===== src/rtl/spi_burst_pkg.sv =====
package spi_burst_pkg;
    typedef enum logic [1:0] {
        ST_IDLE  = 2'd0,
        ST_SEND  = 2'd1,
        ST_DRAIN = 2'd2
    } seq_state_e;
endpackage


===== src/rtl/spi_burst_cnt.sv =====
module spi_burst_cnt #(
    parameter int W = 8
) (
    input  logic         clk,
    input  logic         rst_n,
    input  logic         clr,
    input  logic         inc,
    output logic [W-1:0] cnt
);
    logic [W-1:0] cnt_d, cnt_q;

    always_comb begin
        cnt_d = cnt_q;
        if (clr)
            cnt_d = '0;
        else if (inc)
            cnt_d = cnt_q + W'(1);
    end

    always_ff @(posedge clk or negedge rst_n) begin
        if (!rst_n)
            cnt_q <= '0;
        else
            cnt_q <= cnt_d;
    end

    assign cnt = cnt_q;

    // the index never wraps past its top value
    p_cnt_no_wrap_r5: assert property (@(posedge clk) disable iff (!rst_n)
        (inc && !clr) |-> (cnt_q != '1));
endmodule


===== src/rtl/spi_burst_seq.sv =====
module spi_burst_seq
    import spi_burst_pkg::*;
#(
    parameter int LEN_W  = 8,
    parameter int DATA_W = 8
) (
    input  logic              clk,
    input  logic              rst_n,
    input  logic              burst_req,
    input  logic [LEN_W-1:0]  burst_len,
    output logic [LEN_W-1:0]  fetch_idx,
    input  logic [DATA_W-1:0] fetch_byte,
    input  logic              fetch_dc,
    input  logic              shf_penult,
    input  logic              shf_busy,
    output logic              shf_start,
    output logic [DATA_W-1:0] shf_byte,
    output logic              shf_dc,
    output logic              last_byte,
    output logic              burst_done,
    output logic              seq_idle
);
    typedef struct packed {
        seq_state_e        state;
        logic [LEN_W-1:0]  len;
        logic [DATA_W-1:0] data;
        logic              dc;
        logic              start;
        logic              last;
        logic              done;
    } seq_regs_t;

    seq_regs_t        d, q;
    logic             cnt_clr, cnt_inc;
    logic [LEN_W-1:0] idx_cnt;
    logic             more_left;

    spi_burst_cnt #(.W(LEN_W)) u_idx (
        .clk  (clk),
        .rst_n(rst_n),
        .clr  (cnt_clr),
        .inc  (cnt_inc),
        .cnt  (idx_cnt)
    );

    assign more_left = (idx_cnt < q.len);

    always_comb begin
        d       = q;
        d.done  = 1'b0;
        cnt_clr = 1'b0;
        cnt_inc = 1'b0;
        case (q.state)
            ST_IDLE: begin
                if (burst_req && (burst_len != '0)) begin
                    d.len   = burst_len;
                    d.data  = fetch_byte;
                    d.dc    = fetch_dc;
                    d.start = 1'b1;
                    d.last  = (burst_len == LEN_W'(1));
                    d.state = ST_SEND;
                    cnt_inc = 1'b1;
                end
            end
            ST_SEND: begin
                if (shf_penult) begin
                    if (more_left) begin
                        d.data  = fetch_byte;
                        d.dc    = fetch_dc;
                        d.last  = ((idx_cnt + LEN_W'(1)) == q.len);
                        cnt_inc = 1'b1;
                    end else begin
                        d.start = 1'b0;
                        d.state = ST_DRAIN;
                    end
                end
            end
            ST_DRAIN: begin
                if (!shf_busy) begin
                    d.state = ST_IDLE;
                    d.done  = 1'b1;
                    d.last  = 1'b0;
                    cnt_clr = 1'b1;
                end
            end
            default: begin
                d.state = ST_IDLE;
                d.start = 1'b0;
                d.last  = 1'b0;
                cnt_clr = 1'b1;
            end
        endcase
    end

    always_ff @(posedge clk or negedge rst_n) begin
        if (!rst_n) begin
            q.state <= ST_IDLE;
            q.len   <= '0;
            q.data  <= '0;
            q.dc    <= 1'b0;
            q.start <= 1'b0;
            q.last  <= 1'b0;
            q.done  <= 1'b0;
        end else begin
            q <= d;
        end
    end

    assign fetch_idx  = idx_cnt;
    assign shf_start  = q.start;
    assign shf_byte   = q.data;
    assign shf_dc     = q.dc;
    assign last_byte  = q.last;
    assign burst_done = q.done;
    assign seq_idle   = (q.state == ST_IDLE);

    // done only after the shifter was seen released
    p_done_after_release_r9: assert property (@(posedge clk) disable iff (!rst_n)
        burst_done |-> !$past(shf_busy));

    // done lasts a single cycle
    p_done_pulse_r9: assert property (@(posedge clk) disable iff (!rst_n)
        burst_done |=> !burst_done);

    // the last-byte flag drops only together with done
    p_last_clear_r8: assert property (@(posedge clk) disable iff (!rst_n)
        $fell(last_byte) |-> burst_done);

    // a zero-length request leaves the block idle
    p_zero_ignored_r3: assert property (@(posedge clk) disable iff (!rst_n)
        (seq_idle && burst_req && (burst_len == '0)) |=> (seq_idle && !shf_start));

    // the fetch index steps by one or returns to zero
    p_idx_step_r5: assert property (@(posedge clk) disable iff (!rst_n)
        (fetch_idx != $past(fetch_idx)) |->
        ((fetch_idx == $past(fetch_idx) + LEN_W'(1)) || (fetch_idx == '0)));

    // the captured count is held for the whole burst
    p_len_held_r4: assert property (@(posedge clk) disable iff (!rst_n)
        (q.state != ST_IDLE) |=> $stable(q.len));

    // a penultimate flag with bytes left reloads the next byte
    p_reload_r6: assert property (@(posedge clk) disable iff (!rst_n)
        ((q.state == ST_SEND) && shf_penult && more_left) |=>
        (shf_start && (fetch_idx == $past(fetch_idx) + LEN_W'(1))));
endmodule


===== config.mk =====
export PLATFORM = sky130hd
export DESIGN_NAME = spi_burst_seq
export DESIGN_NICKNAME = d
export VERILOG_FILES = /design/src/rtl/spi_burst_pkg.sv /design/src/rtl/spi_burst_cnt.sv /design/src/rtl/spi_burst_seq.sv
export SDC_FILE = /design/constraint.sdc
export NUM_CORES = 1
export LEC_CHECK = 0
export CAP_MARGIN = 20
export CORE_ASPECT_RATIO = 2
export CORE_MARGIN = 2
export CORE_UTILIZATION = 25
export DETAILED_ROUTE_END_ITERATION = 8
export HOLD_SLACK_MARGIN = 0.06
export PLACE_DENSITY_LB_ADDON = 0.12
export SYNTH_ARGS = -nofsm -noshare
export SYNTH_HDL_FRONTEND = slang
export SYNTH_SLANG_ARGS = --single-unit

===== constraint.sdc =====
create_clock -name clk -period 4.22 [get_ports clk]
set_input_delay 1.055 -clock clk [delete_from_list [all_inputs] [get_ports clk]]
set_output_delay 1.055 -clock clk [all_outputs]
set_load 0.005 [all_outputs]

== After elaboration in Yosys (flattened, before gate mapping) ==
Cells that the tools add are included.

* Output and inout bits: 21
* Register bits after elaboration: 30

* Multiplexer cells: 22
* Equality and inequality tests: 9
* Bitwise gates (word level): 1
* Reductions and logical operators: 11
* Add/subtract/negate cells: 1
* Order comparisons: 1

{| class="wikitable"
|+ Operators with widths
! kind !! count
|-
| $mux 21 || 1
|-
| $pmux 9 s2 || 1
|-
| $mux 8 || 2
|-
| $reduce_and 4->1 || 4
|-
| $mux 11 || 1
|-
| $mux 9 || 1
|-
| $add 8x1->8 const B || 1
|-
| $eq 8x1->1 const B || 1
|-
| $eq 8x8->1 || 1
|-
| $lt 8x8->1 || 1
|-
| $mux 2 || 4
|-
| $ne 2x2->1 const B || 4
|-
| $reduce_bool 8->1 || 1
|-
| $mux 1 || 7
|-
| $pmux 1 s3 || 2
|-
| $pmux 2 s3 || 1
|-
| $pmux 1 s2 || 2
|-
| $reduce_bool 2->1 || 2
|-
| $eq 2x1->1 const B || 1
|-
| $eq 2x2->1 const B || 1
|-
| $logic_not 2->1 || 1
|-
| $ne 2x1->1 const B || 1
|-
| $reduce_and 2->1 || 1
|-
| $reduce_or 2->1 || 1
|-
| 2 further kinds || 2
|}

== Depth between registers and ports, before layout ==
Gate-level depths: netlist (run 1).

* Depth after elaboration: 6
* Mapped depth: 8

== By module ==
Synthesis (run 1) repeated with hierarchy kept, for this count alone.

* Cells, all modules: 199
* Area total of the unflattened synthesis: 1925.6 µm²

{| class="wikitable"
|+ Modules (own cells, without submodules)
! module !! times used !! area each (µm²) !! cells an instance
|-
| spi_burst_seq || 1 || 1529.0 || 162
|-
| spi_burst_cnt || 1 || 396.6 || 37
|}

== Least setup slack after synthesis (run 1) ==
OpenSTA, ideal clock, no wires.

* Path type: input to register
* From: input port burst_len[0]
* To: register q[12] (netlist name)
* Path buffers: 1
* Data arrival time: 2.321 ns
* Cell stages on the path: 5
* Path slack: 1.775 ns
* Path through: nor4_1 > a211oi_2 > nand2_1 > buf_2 > mux2_2

* Word-level cells in the longest chain between the ends: 3

{| class="wikitable"
|+ Ends and longest elaborated chain
! item !! line !! source
|-
| start: declaration || spi_burst_seq.sv:10 || <nowiki>input logic [LEN_W-1:0] burst_len,</nowiki>
|-
| $reduce_bool 8->1 || spi_burst_seq.sv:55 || <nowiki>if (burst_req && (burst_len != '0)) begin</nowiki>
|-
| $logic_and 1x1->1 || spi_burst_seq.sv:55 ||
|-
| $reduce_and 2->1 (no line) || -- ||
|-
| end: declaration || spi_burst_seq.sv:33 || <nowiki>seq_regs_t d, q;</nowiki>
|}

Several ways; a longest one is shown, not always the timed one.
A chain may end at the register's enable or synchronous reset.

== Worst setup path in the final report (run 1) ==
* From: input port burst_len[3]
* To: register u_idx.cnt_q[6] (netlist: u_idx.cnt[6])

* Word-level cells in the longest chain between the ends: 5

{| class="wikitable"
|+ Ends and longest elaborated chain
! item !! line !! source
|-
| $reduce_bool 8->1 || spi_burst_seq.sv:55 ||
|-
| $logic_and 1x1->1 || spi_burst_seq.sv:55 ||
|-
| $mux 1 || spi_burst_seq.sv:55 ||
|-
| $pmux 1 s2 || spi_burst_seq.sv:53 || <nowiki>case (q.state)</nowiki>
|-
| $reduce_bool 2->1 (no line) || -- ||
|-
| end signal: assignment || spi_burst_cnt.sv:24 || <nowiki>cnt_q <= cnt_d;</nowiki>
|-
| end: declaration || spi_burst_cnt.sv:10 || <nowiki>logic [W-1:0] cnt_d, cnt_q;</nowiki>
|}

No other way between the ends.

==> results of run 1 <==
registers in the layout, indices dropped and copies added, names as in the netlist:
signal	count
burst_done	1
last_byte	1
q	10
shf_byte	8
shf_dc	1
shf_start	1
u_idx.cnt	8
critical path: stages:
cell             delay [ps]
clkdlybuf4s50_1         520
nor4_1                  100
a211oi_2                600
nand2_1                 440
buf_4                   310
a21o_1                  180
mux2i_1                 110
final cells by class:
type | instances | share of cell area
multi-input combinational | 134 | 0.390
sequential | 30 | 0.304
timing repair buffer | 44 | 0.177
clock buffer | 6 | 0.0563
tap | 92 | 0.0467
inverter | 14 | 0.0213
clock inverter | 2 | 0.00507
stage by stage:
stage | setup slack [ps] | hold WS, ps
after CTS | 1040 | 502
final | 1050 | 494
after detailed placement | 768 | 490
after floorplan | 1770 | 471
after global routing | 859 | 527
after global placement | 820 | 483
layer usage:
layer  vias up  track usage
met4         0       0.0833
met2        40        0.255
met3        15       0.0250
met5         -            0
li1        757            -
met1       749        0.139
power by group through the flow:
stage / registers, mW / clock network, mW / logic [mW]
2_1_floorplan: 0.500 / 0 / 0.497
3_3_place_gp: 0.570 / 0 / 0.701
3_5_place_dp: 0.566 / 0 / 0.704
4_1_cts: 0.564 / 0.376 / 0.707
5_1_grt: 0.576 / 0.391 / 0.783
6_report: 0.558 / 0.366 / 0.693
cell usage in the layout, fill, tap and decap left out, drive strengths merged, types with 4 or more instances in the layout:
master	Yosys	routed
o21ai	5	5
inv	14	14
o211ai	4	4
nand3	15	15
dfrtp	30	30
mux2i	6	6
xnor2	6	6
o31ai	10	10
clkdlybuf4s50	0	42
nand2	22	22
clkbuf	5	6
nor2	6	6
ha	9	9
a21o	4	4
mux2	8	8
logic make-up after synthesis:
kind of cell	synth area share
flip-flops	0.403
adder cells (fa/ha/maj)	0.0605
multiplexers	0.0806
buffers and inverters	0.0806
AO/OA/AOI/OAI	0.158
AND/OR/NAND/NOR	0.175
XOR/XNOR	0.0423
worst min path at each step:
stage                      startpoint  slack (ps)     endpoint  cells past startpoint
final                     shf_byte[5]         490  shf_byte[5]                      2
after global routing      shf_byte[5]         530  shf_byte[5]                      2
after CTS                 shf_byte[5]         500  shf_byte[5]                      2
after detailed placement  shf_byte[5]         490  shf_byte[5]                      2
after global placement    shf_byte[5]         480  shf_byte[5]                      2
after floorplan           shf_byte[0]         470  shf_byte[0]                      2
==> summary.md, run 1 <==
| Metric | Value |
|---|---|
| PwrDens | 656 mW/mm^2 |
| Num rows | 44 |
| Non-Filler Cell Area, Final | 0.00247 mm^2 |
| Die area | 0.00820 mm^2 |
| DP HPWL | 4.13 mm |
| Die height | 126 um |
| # fillers | 780 |
| Switching portion of total power | 0.367 |
| Worst EP arrival | 3320 ps |
| Final Max Slew Viols | 0 |
| Clock slew at reported path FFs | 50 ps |
| FFs w/ async S/R, synth | 1.00 |
| Worst-Margin Slew | 727 ps |
| RR Startpoint | u_idx.cnt[5] |
| Area of the multi-input gates | 961 um^2 |
| Area delta synth->final | 32.5% |
| Global route total overflow | 0 |
| CTS tree | yes |
| Proportion of layout cells with a drive suffix above 1 | 0.104 |
| Synth top area share | 0.403 |
| Core region area | 0.00727 mm^2 |
| # diodes | 0 |
| DR vias | 1561 |
| Clock share of power | 0.226 |
| Tcrit/Tclk final | 0.752 |
| R2R depth | 6 |
| Fmax | 0.315 GHz |
| Iter 0 DRT Violations | 77 |
| Final min period | 3170 ps |
| Clock Skews | 3.77 ps |
| Number of global-route vias before repair | 1625 |
| Critical Path RT | 4370 ps |
| Area leader, netlist | dfrtp_1 |
| Total GRT Usage | 0.139 |
| Register-to-register setup slack | 1540 ps |
| FF/Latch Area | 751 um^2 |
| WL per Instance | 16.4 um |
| Gate Count Post-Synth | 195 |
| Crit-path max FO | 12 |
| Largest net degree at the start of global routing | 31 |
| Slew headroom | 0.512 |
| Num CTS Buffers | 5 |
| Met2 Routed Length | 2.96 mm |
| WL final | 5.27 mm |
| GPL Wtd Cong | 0.843 |
| Synth Warn # | 0 |
| Initial antenna violation count | 0 |
| Met1 wire length | 1.90 mm |
| Antenna viol nets, final | 0 |
| DRC | 0 |
| Top cells by count, synth | 30 x dfrtp_1, 22 x nand2_1, 15 x nand3_1 |
| Critical path startpoint | burst_len[3] |
| R2R Path End | u_idx.cnt[7] |
| H-tree levels | 2 |
| Crit path kind | in2reg |
| I/O Pins | 43 |
| Sequential power share | 0.345 |
| Post-synthesis sequential area ratio | 0.403 |
| Vias per Instance | 4.85 |
| DIE WIDTH | 65.0 um |
| Core Util, Final | 0.339 |
| Post-cts resize count | 0 |
| Syn_nets | 226 |
| Setup Buffers After CTS | 0 |
| Unrepaired setup endpoints after global routing | no |
| VDD IR max | 0.231 mV |
| Post-synthesis register bit count | 30 |
| Max Cap Viol | 0 |
| Logic pwr share | 0.429 |
| Pleak | 1.11 nW |
| Met3 WL | 161 um |
| Global-route wire length before repair | 8.56 mm |
| Post-Layout Cell Count | 322 |
| Inst Count DP | 314 |
| Skew-Pair Late Insertion Delay | 280 ps |
| Max Used Layer | met4 |
| Clk root buf | clkbuf_16 |
| # setup viols final | 0 |
| Number of nets in the layout | 260 |
| CTS Hold Bufs | 0 |
| Pint | 1.02 mW |
| Status | completed |
| Syn_area_per_cell | 9.55 um^2 |
| Setup crit start kind | input pin |
| Dpl cell area | 0.00231 mm^2 |
| HP Class | reg2reg |
| Clk buf depth | 2 |
| Total power | 1.62 mW |
| Final-report hold violation count | 0 |
| Port Buf Inserts | 42 |
| Sw power | 594 uW |
| Cell variety after synth | 44 |
| Setup TNS | 0 ps |
| CP endpoint kind | flop |
| 1st-pass router iterations | 4 |
| Post-synth EDFFs | 0 |
| Most common cell in the netlist | dfrtp_1 |
| CP Capture Point | u_idx.cnt[6] |
| Synth Flop Type | dfrtp_1 |
| Synth Cell Area | 0.00186 mm^2 |
| Clock sinks | 30 |
| Dominant cells by area after synthesis | dfrtp_1 40%, ha_1 6.0%, mux2_2 4.8% |
| Starting Density | 0.256 |
Note: power is estimated with default switching activity, not from simulation.
==> run 2, diff against run 1 <==
clock period = 3.23 ns   (was 4.22 ns; I/O delays follow)
==> summary.md, run 2 (synthesis gave the netlist of run 1 again) <==
| Metric | Value |
|---|---|
| Clock sinks | 30 (unchanged) |
| WL per Instance | 16.7 um (+2.1%) |
| R2R depth | 7 (+1) |
| PwrDens | 880 mW/mm^2 (+34%) |
| CP endpoint kind | flop |
| Crit path kind | in2reg |
| Largest net degree at the start of global routing | 31 (unchanged) |
| WL final | 5.46 mm (+3.7%) |
| Met3 WL | 166 um (+3.1%) |
| CP max stage cell | a211oi_2 |
| Clock slew at reported path FFs | 50 ps (about the same) |
| Skew-Pair Late Insertion Delay | 280 ps (about the same) |
| I/O Pins | 43 (unchanged) |
| Crit-path max FO | 10 (-2) |
| Iter 0 DRT Violations | 63 (-18%) |
| 1st-pass router iterations | 4 (unchanged) |
| Final Max Slew Viols | 0 (unchanged) |
| Endpoint, Worst Hold | shf_byte[1] |
| Tcrit/Tclk final | 0.790 |
| # diodes | 0 (unchanged) |
| DR vias | 1585 (+1.5%) |
| Vias per Instance | 4.85 (about the same) |
| Core region area | 0.00727 mm^2 (unchanged) |
| DIE WIDTH | 65.0 um (unchanged) |
| Die area | 0.00820 mm^2 (unchanged) |
| # fillers | 785 (+0.64%) |
| GPL Wtd Cong | 0.819 (-2.9%) |
| Clock Skews | 4.51 ps (+0.740 ps) |
| Post-Layout Cell Count | 327 (+1.6%) |
| Number of nets in the layout | 265 (+1.9%) |
| Proportion of layout cells with a drive suffix above 1 | 0.123 (+0.0191) |
| Max incr delay on CP | 590 ps (about the same) |
| Starting Density | 0.256 (unchanged) |
| Setup TNS | 0 ps (unchanged) |
| Number of global-route vias before repair | 1640 (+0.92%) |
| Clk buf depth | 2 (unchanged) |
| Register-to-register setup slack | 810 ps (-730 ps) |
| # setup viols final | 0 (unchanged) |
| Biggest register | q |
| DRC | 0 (unchanged) |
| R2R Path End | shf_byte[4] |
| Setup Buffers After CTS | 0 (unchanged) |
| Worst-Margin Slew | 716 ps (-11.7 ps) |
| Crit-path cells | clkdlybuf4s50_1, nor4_1, a211oi_2, nand2_1, buf_4, mux2_2 |
| Post-cts resize count | 0 (unchanged) |
| Total GRT Usage | 0.145 (+0.00691) |
| Worst Min Path Start | shf_byte[1] |
| Pleak | 1.15 nW (+3.0%) |
| Met1 wire length | 1.86 mm (-2.4%) |
| CP delay by family, top | buffers and inverters |
| Critical Path RT | 3390 ps (-980 ps) |
| Worst Hold Depth | 2 (unchanged) |
| Most frequent cells in the layout | 42 x clkdlybuf4s50_1, 30 x dfrtp_1, 22 x nand2_1, 15 x nand3_1, 14 x inv_1 |
| CTS Hold Bufs | 0 (unchanged) |
| RR Startpoint | u_idx.cnt[5] |
| Max Cap Viol | 0 (unchanged) |
| Area delta synth->final | 35.2% |
| Port Buf Inserts | 42 (unchanged) |
| Inst Count DP | 319 (+1.6%) |
| Unrepaired setup endpoints after global routing | no |
| HP Class | reg2reg |
| VDD IR max | 0.332 mV (+44%) |
| Status | completed |
| Met2 Routed Length | 3.24 mm (+9.6%) |
| DP HPWL | 4.29 mm (+4.1%) |
| CTS tree | yes |
| Clk root buf | clkbuf_16 |
| Fmax | 0.392 GHz |
| Number of flip-flops under the largest register name | 10 (unchanged) |
| Max Used Layer | met4 |
| Die height | 126 um (unchanged) |
| Antenna viol nets, final | 0 (unchanged) |
| Num rows | 44 (unchanged) |
| Global route total overflow | 0 (unchanged) |
| Worst EP arrival | 2710 ps (-610 ps) |
| Buffers & Inverters on Critical Path | 2 (unchanged) |
| Global-route wire length before repair | 8.69 mm (+1.6%) |
| Setup crit start kind | input pin |
| Worst path depth | 6 (-1) |
| Slew headroom | 0.520 (+0.00788) |
| Initial antenna violation count | 0 (unchanged) |
| Commonest non-fill, non-tap cell in the layout | clkdlybuf4s50_1 |
| H-tree levels | 2 (unchanged) |
| Final min period | 2550 ps |
| Final-report hold violation count | 0 (unchanged) |
| Num CTS Buffers | 5 (unchanged) |
run 2: changes by cell type in the layout (fill, tap and decap cells not counted), sizes merged:
cell,delta
buf,+5
clkinv,+1
clkbuf,-1
clkinvlp,-1
bufinv,+1
run 2: worst max path at each step:
stage	endpoint	startpoint
6_report	q[18]	burst_len[4]
5_1_grt	u_idx.cnt[6]	burst_len[4]
4_1_cts	u_idx.cnt[5]	burst_len[4]
3_5_place_dp	q[18]	burst_len[4]
3_3_place_gp	q[18]	burst_len[4]
2_1_floorplan	q[12]	burst_len[0]
run 2: power by group:
group	switching (mW)	internal (mW)
logic	0.431	0.529
registers	0.196	0.532
clock network	0.168	0.360
total	0.794	1.42
run 2: cell type report:
cell class	instances	area, um^2	share of cell area
clock buffer	5	125	0.0497
clock inverter	3	40.0	0.0159
inverter	14	52.6	0.0209
multi-input combinational	134	961	0.382
sequential	30	751	0.298
tap	92	115	0.0457
timing repair buffer	49	473	0.188
run 2: metal layers:
metal  global-route usage  vias up
met1                0.144      769
met5                    0        -
met4               0.0784        0
met3               0.0268       11
met2                0.274       35
li1                     -      770
run 2: tightest hold or removal path, stage by stage (launching register included):
cell     delay (ps)
dfrtp_1         340
nand3_1          60
o31ai_1          60
run 2: through the flow:
stage / utilization / cell area [um^2] / setup slack (ps) / hold WS (ps) / total power [mW]
6_report: 0.346 / 2520 / 677 / 496 / 2.22
5_1_grt: 0.346 / 2520 / 491 / 511 / 2.37
2_1_floorplan: - / 1860 / 1030 / 471 / 1.30
3_5_place_dp: 0.324 / 2350 / 389 / 491 / 1.71
4_1_cts: 0.346 / 2520 / 655 / 502 / 2.25
3_3_place_gp: 0.324 / 2350 / 394 / 482 / 1.70
